$ cat config.mk
export PLATFORM = sky130hd
export DESIGN_NAME = opmode_memsel
export DESIGN_NICKNAME = d
export VERILOG_FILES = /design/src/rtl/opmode_pkg.sv /design/src/rtl/mode_latch.sv /design/src/rtl/window_decode.sv /design/src/rtl/sel_priority.sv /design/src/rtl/lir_strobe.sv /design/src/rtl/opmode_memsel.sv
export SDC_FILE = /design/constraint.sdc
export NUM_CORES = 1
export LEC_CHECK = 0
export BUFFER_PORTS_ARGS = -buffer_cell sky130_fd_sc_hd__buf_2
export CORE_AREA = 10 10 47 49
export CTS_CLUSTER_SIZE = 20
export DETAILED_ROUTE_END_ITERATION = 8
export DIE_AREA = 0 0 57 59
export GPL_TIMING_DRIVEN = 0
export PLACE_DENSITY_LB_ADDON = 0.08
export SLEW_MARGIN = 20
export SYNTH_ARGS = -nofsm -noshare
export SYNTH_HDL_FRONTEND = slang
export SYNTH_SLANG_ARGS = --single-unit
export TNS_END_PERCENT = 20
$ cat constraint.sdc
create_clock -name clk -period 1.5 [get_ports clk]
set_input_delay 0.225 -clock clk [delete_from_list [all_inputs] [get_ports clk]]
set_output_delay 0.225 -clock clk [all_outputs]
set_load 0.01 [all_outputs]
$ cat src/rtl/opmode_pkg.sv
package opmode_pkg;
    typedef enum logic [1:0] {
        MODE_BOOT   = 2'b00,
        MODE_TEST   = 2'b01,
        MODE_SINGLE = 2'b10,
        MODE_EXPAND = 2'b11
    } opmode_e;

    typedef struct packed {
        opmode_e mode;
        logic    smod;
        logic    mda;
    } latch_state_t;

    typedef struct packed {
        logic boot;
        logic eep;
        logic rom;
    } memsel_t;
endpackage

$ cat src/rtl/mode_latch.sv
module mode_latch
    import opmode_pkg::*;
(
    input  logic    clk,
    input  logic    rst_n,
    input  logic    mode_b_pin,
    input  logic    mode_a_pin,
    output opmode_e mode_q,
    output logic    smod_q,
    output logic    mda_q
);
    latch_state_t st_d, st_q;

    always_comb begin
        st_d = st_q;
        if (!rst_n) begin
            st_d.mode = opmode_e'({mode_b_pin, mode_a_pin});
            st_d.smod = ~mode_b_pin;
            st_d.mda  = mode_a_pin;
        end
    end

    always_ff @(posedge clk) begin
        st_q <= st_d;
    end

    assign mode_q = st_q.mode;
    assign smod_q = st_q.smod;
    assign mda_q  = st_q.mda;

    // Frozen once reset has been released
    assert_mode_frozen_R2: assert property (@(posedge clk) disable iff (!rst_n)
        $past(rst_n) |-> ($stable(mode_q) && $stable(smod_q) && $stable(mda_q)));

    // First cycle out of reset shows the pins of the last reset edge
    assert_mode_capture_R1: assert property (@(posedge clk) disable iff (!rst_n)
        $rose(rst_n) |-> (mode_q == opmode_e'($past({mode_b_pin, mode_a_pin}))));
endmodule

$ cat src/rtl/window_decode.sv
module window_decode
    import opmode_pkg::*;
#(
    parameter int ADDR_W         = 16,
    parameter int BOOT_BASE      = 'hBF00,
    parameter int BOOT_BYTES     = 256,
    parameter int ROM_BYTES      = 8192,
    parameter int EE_REMAP       = 1,
    parameter int EE_FIX_BASE    = 'hB600,
    parameter int EE_FIX_BYTES   = 512,
    parameter int EE_BLOCK_BYTES = 4096,
    parameter int EE_WIN_BYTES   = 2048,
    localparam int EE_SEL_W      = ADDR_W - $clog2(EE_BLOCK_BYTES)
)(
    input  logic [ADDR_W-1:0]   addr,
    input  logic [EE_SEL_W-1:0] ee_base,
    output memsel_t             hit
);
    localparam int BOOT_LSB = $clog2(BOOT_BYTES);
    localparam int ROM_LSB  = $clog2(ROM_BYTES);
    localparam int FIX_LSB  = $clog2(EE_FIX_BYTES);
    localparam int BLK_LSB  = $clog2(EE_BLOCK_BYTES);
    localparam int WIN_LSB  = $clog2(EE_WIN_BYTES);
    localparam logic [ADDR_W-1:0] BOOT_ADDR = ADDR_W'(BOOT_BASE);
    localparam logic [ADDR_W-1:0] FIX_ADDR  = ADDR_W'(EE_FIX_BASE);

    logic fix_hit, remap_hit;

    always_comb begin
        hit      = '0;
        hit.boot = (addr[ADDR_W-1:BOOT_LSB] == BOOT_ADDR[ADDR_W-1:BOOT_LSB]);
        hit.rom  = &addr[ADDR_W-1:ROM_LSB];
        fix_hit  = (addr[ADDR_W-1:FIX_LSB] == FIX_ADDR[ADDR_W-1:FIX_LSB]);
        // window occupies the top part of the selected block
        remap_hit = (addr[ADDR_W-1:BLK_LSB] == ee_base) && (&addr[BLK_LSB-1:WIN_LSB]);
        hit.eep  = (EE_REMAP != 0) ? remap_hit : fix_hit;
    end
endmodule

$ cat src/rtl/sel_priority.sv
module sel_priority
    import opmode_pkg::*;
(
    input  opmode_e mode,
    input  logic    rom_cfg_en,
    input  memsel_t hit,
    output memsel_t sel
);
    logic boot_ok, rom_ok;

    always_comb begin
        boot_ok = (mode == MODE_BOOT);
        // bus modes (mode bit 0 set) honour the configuration enable
        rom_ok  = (mode == MODE_BOOT) || (mode == MODE_SINGLE) || rom_cfg_en;
        sel      = '0;
        sel.boot = hit.boot && boot_ok;
        sel.eep  = hit.eep && !sel.boot;
        sel.rom  = hit.rom && rom_ok && !sel.boot && !sel.eep;
    end
endmodule

$ cat src/rtl/lir_strobe.sv
module lir_strobe (
    input  logic rst_n,
    input  logic insn_first,
    output logic lir_n
);
    always_comb begin
        lir_n = 1'b1;
        if (rst_n && insn_first) lir_n = 1'b0;
    end
endmodule

$ cat src/rtl/opmode_memsel.sv
module opmode_memsel
    import opmode_pkg::*;
#(
    parameter int EE_REMAP = 1
)(
    input  logic        clk,
    input  logic        rst_n,
    input  logic        mode_b_pin,
    input  logic        mode_a_pin,
    input  logic        rom_cfg_en,
    input  logic [3:0]  ee_base,
    input  logic [15:0] addr,
    input  logic        insn_first,
    output logic [1:0]  mode,
    output logic        smod,
    output logic        mda,
    output logic        boot_sel,
    output logic        eep_sel,
    output logic        rom_sel,
    output logic        lir_n
);
    opmode_e mode_q;
    memsel_t hit, sel;

    mode_latch u_latch (
        .clk(clk), .rst_n(rst_n),
        .mode_b_pin(mode_b_pin), .mode_a_pin(mode_a_pin),
        .mode_q(mode_q), .smod_q(smod), .mda_q(mda)
    );

    window_decode #(.ADDR_W(16), .EE_REMAP(EE_REMAP)) u_dec (
        .addr(addr), .ee_base(ee_base), .hit(hit)
    );

    sel_priority u_pri (
        .mode(mode_q), .rom_cfg_en(rom_cfg_en), .hit(hit), .sel(sel)
    );

    lir_strobe u_lir (.rst_n(rst_n), .insn_first(insn_first), .lir_n(lir_n));

    assign mode     = mode_q;
    assign boot_sel = sel.boot;
    assign eep_sel  = sel.eep;
    assign rom_sel  = sel.rom;

    assert_flags_R3: assert property (@(posedge clk) disable iff (!rst_n)
        (smod == ~mode[1]) && (mda == mode[0]));

    assert_boot_window_R4: assert property (@(posedge clk) disable iff (!rst_n)
        boot_sel |-> (mode == 2'b00 && addr >= 16'hBF00 && addr <= 16'hBFFF));

    assert_rom_gated_R5: assert property (@(posedge clk) disable iff (!rst_n)
        (mda && !rom_cfg_en) |-> !rom_sel);

    assert_rom_forced_R6: assert property (@(posedge clk) disable iff (!rst_n)
        (!mda && addr >= 16'hE000 && !boot_sel && !eep_sel) |-> rom_sel);

    assert_one_select_R9: assert property (@(posedge clk) disable iff (!rst_n)
        $onehot0({boot_sel, eep_sel, rom_sel}));

    assert_lir_idle_R10: assert property (@(posedge clk)
        !rst_n |-> lir_n);
endmodule

Yosys cells after proc, flatten, opt, wreduce, memory -nomap -nowiden
Cells that the tools add are included.

word-level totals
  bits in registers = 4
  bits of input ports = 26
  output and inout bits = 8
  word-level logic and storage cells = 21

operators by class
  equality and inequality tests = 3
  muxes and demuxes = 1
  bitwise gates (word level) = 1
  reduce and logical (&&, ||, !) cells = 13

operators with widths
  cell                                         count
  equality test 8 bit (second input constant)  1
  logical AND 1 bit                            7
  equality test 4 bit                          1
  AND reduction 3 bit                          1
  equality test 2 bit (second input constant)  1
  zero test 1 bit                              2
  zero test 2 bit                              1
  logical OR 1 bit                             2
  2-to-1 mux 1 bit                             1
  NOT 1 bit                                    1

Longest topological paths before layout
  depth in word-level cells = 6
  gate-level depth with buffers = 3
  mapped depth without buffers = 3

Hierarchy
Synthesis repeated with hierarchy kept, for this count alone.

second synthesis, totals
  cell total of the unflattened synthesis = 22
  area total of the unflattened synthesis = 234.0 um2

modules (own cells, without submodules)
  module         instances  cells an instance  area an instance (um2)  seq. area each (um2)
  mode_latch     1          6                  105.1                   90.1
  window_decode  1          11                 85.1                    0.0
  sel_priority   1          4                  40.0                    0.0
  lir_strobe     1          1                  3.8                     0.0

Least setup slack after synthesis
OpenSTA, ideal clock, no wires.

  path type = flip-flop to output port
  start point = register u_latch.st_q, in the netlist u_latch.mode_q[0]
  end point = output port rom_sel
  arrival time = 1,482 ps
  setup slack = -207 ps
  cell stages (with the launch flop) = 4
  path through = edfxtp_1 -> or4b_1 -> nor3_2 -> o31a_2

on the way
  cells in the longest elaborated chain, start to end = 6

RTL lines
  what                      line                                    RTL
  start: declaration        mode_latch.sv:12                        latch_state_t st_d, st_q;
  start signal: assignment  mode_latch.sv:24                        st_q <= st_d;
  zero test 2 bit *         sel_priority.sv:12                      boot_ok = (mode == MODE_BOOT);
  logical AND 1 bit *       sel_priority.sv:16                      sel.boot = hit.boot && boot_ok;
  named net boot_sel        opmode_memsel.sv:17                     output logic boot_sel,
  zero test 1 bit *         sel_priority.sv:17, sel_priority.sv:18
  logical AND 1 bit         sel_priority.sv:17                      sel.eep = hit.eep && !sel.boot;
  zero test 1 bit           sel_priority.sv:18                      sel.rom = hit.rom && rom_ok && !sel.boot && !sel.eep;
  logical AND 1 bit *       sel_priority.sv:18
  end: declaration          opmode_memsel.sv:19                     output logic rom_sel,

Mark *: on every way through the listed nets, which the timed path passes. The rest lies on a longest branch.

Worst setup path in the final report
  start point = register u_latch.st_q, in the netlist u_latch.mode_q[0]
  end point = output port rom_sel

on the way
  cells in the longest elaborated chain, start to end = 6

RTL lines
  what                                                           line
  equality test 2 bit / zero test 2 bit (equally long branches)  sel_priority.sv:14, sel_priority.sv:12
  logical OR 1 bit / logical AND 1 bit (equally long branches)   sel_priority.sv:14, sel_priority.sv:16
  logical OR 1 bit / zero test 1 bit (equally long branches)     sel_priority.sv:14, sel_priority.sv:17, sel_priority.sv:18
  logical AND 1 bit, on equally long branches                    sel_priority.sv:18, sel_priority.sv:17
  logical AND 1 bit / zero test 1 bit (equally long branches)    sel_priority.sv:18
  logical AND 1 bit *                                            sel_priority.sv:18

Mark *: on every way between the ends. The rest lies on a longest branch, timed or not.

==> flow_metrics.tcl <==
set metrics [dict create \
    antennaDiodeCount 0 \
    root_buffer "clkbuf_4" \
    gr-total-overflow 0 \
    syn_area_sq_um 211 \
    die_h_microns 59 \
    final_core_util 0.290 \
    leakage_nw 0.211 \
    min_path_type "in2reg" \
    first_pass_iters 4 \
    critPathLaunchType "flip-flop" \
    viasPerCell 3.94 \
    period_share 1.17 \
    worst_path_largest_cell_delay_ns 0.54 \
    worst-setup-path-type "reg2out" \
    setup_viol 3 \
    num_vias 268 \
    place_congestion 0.684 \
    mostFrequentLayoutCell "buf_2" \
    htree_levels 1 \
    tns_ns -0.658 \
    yosysSeqAreaShare 0.426 \
    arrival_ns 1.54 \
    grt_usage 0.0490 \
    max_slew_margin 0.897 \
    io_buffers 25 \
    multi_input_area_sq_um 113 \
    synth.avg_cell_area_sq_um 9.61 \
    wl_per_cell_microns 11.7 \
    grt_antenna_before_repair 0 \
    powerDensity_nw_per_um2 780 \
    drc 0 \
    cap_violations 0 \
    synth_fp_nets 48 \
    end_kind "primary output" \
    critPathRequiredTime_ns 1.27 \
    hold_buffers 0 \
    synth_cell_types 12 \
    cts_buffer_depth 2 \
    fin_nets 79 \
    layout_setup_ws_ns -0.261 \
    ys_warn_count 0 \
    clkTransAtPathRegs_ns 0.04 \
    syn2layout_area_growth_pct 92.3 \
    timing.final.crit_period_ns 1.76 \
    max_freq_ghz 0.568 \
    die-area_sq_um 3360 \
    dpl_worst_slack_ns -0.177 \
    routed_wl_microns 797 \
    violations "setup timing" \
    ant_nets 0 \
    slowest_stage "or4b_4" \
    die-width_microns 57 \
    io_pins 34 \
    initial_core_util 0.151 \
    rows 14 \
    outcome "complete, but fails checks" \
    clock_sink_count 3 \
    coreArea_sq_um 1400 \
    drive_gt1_frac 0.635 \
    worstPathCellList "or4b_4 -> nor3_4 -> o31a_2 -> buf_6" \
    grt_pass1_vias 318 \
    grt_max_degree 4 \
    seq_area_sq_um 90.1 \
    tightest_slew_ns 0.155 \
    cts_buffers 3 \
    mostFrequentLayoutCells "buf_2, xnor2_1" \
    rsz0062_at_grt "yes" \
    final_max_slew_viol_count 0 \
    grt_pass1_wl_microns 1260 \
    drt_iter0_drc 11 \
    irDropWorstVdd_uv 337 \
    syn_inst 22 \
    hold_violations 0 \
    dp_hpwl_microns 723 \
    worstPathMaxFanout 3 \
    ys_ff_latch 3 \
    cts_tree "yes" \
    fillers 162 \
]
registers in the layout, summed over array words and instances (netlist names):
| signal | count |
|---|---|
| u_latch.mode_q | 2 |
| u_latch.smod_q | 1 |
routing by layer:
layer,track usage,up-vias,share of wire
li1,-,137,-
met1,0.0407,113,0.35
met2,0.0775,18,0.48
met3,0.0365,0,0.17
met4,0.0403,0,0
met5,0,-,0
final timing paths:
check,cells past startpoint,slack (ns),to,startpoint
setup / recovery,4,-0.26,rom_sel,u_latch.mode_q[0]
hold / removal,1,0.18,u_latch.mode_q[1],mode_b_pin
what timing repair did:
| action | 4_1_cts | 5_1_grt |
|---|---|---|
| endpoints found under the setup margin | 3 | 3 |
| pin swaps | 2 | 0 |
| resized for setup | 1 | 0 |
| setup buffers | 1 | 0 |
critical path, delay by kind of cell, from the launching register on:
kind	cells	cell delay (ns)
buffers and inverters	1	0.09
DFF	1	0.38
AOI/OAI and AO/OA	1	0.15
and+or+nand+nor	2	0.69
per-stage QoR:
stage / hold slack (ns) / power [mW] / instances / area (sq um)
detailed placement: 0.415 / 0.178 / 63 / 367
global route: 0.178 / 0.340 / 68 / 407
CTS: 0.175 / 0.328 / 68 / 407
finish: 0.184 / 0.317 / 68 / 407
floorplan: 0.324 / 0.136 / 22 / 221
global placement: 0.402 / 0.176 / 63 / 367
report_power, final:
group	switching [mW]	total (mW)	internal (mW)	leakage [nW]
Clock	0.0383	0.138	0.0994	0.0150
Sequential	0.00298	0.103	0.100	0.0294
Combinational	0.0339	0.0760	0.0421	0.166
layout make-up:
| cell class | count | share of cell area |
|---|---|---|
| flip-flops and latches | 3 | 0.222 |
| multi-input cells | 15 | 0.277 |
| inverters | 3 | 0.0277 |
| well taps | 16 | 0.0492 |
| repair buffers | 26 | 0.342 |
| plain buffers | 1 | 0.0185 |
| clock buffers | 4 | 0.0646 |
cell usage after synthesis:
| master | instances | share of area |
|---|---|---|
| a21oi_1 | 1 | 0.024 |
| buf_4 | 1 | 0.036 |
| edfxtp_1 | 3 | 0.43 |
| inv_1 | 3 | 0.053 |
| nand2_1 | 3 | 0.053 |
| nand3_1 | 2 | 0.047 |
| nand4_1 | 1 | 0.030 |
| nor3_1 | 1 | 0.024 |
| nor3_2 | 1 | 0.047 |
| o31a_2 | 1 | 0.047 |
| or4b_1 | 1 | 0.047 |
| xnor2_1 | 4 | 0.17 |
kinds of logic after synthesis:
kind of cell,after synthesis,synth area share
xor gates and xnor gates,4,0.166
DFF,3,0.426
AOI/OAI and AO/OA,2,0.0710
buffers and inverters,4,0.0888
and+or+nand+nor,9,0.249
(Power assumes the default switching activity.)
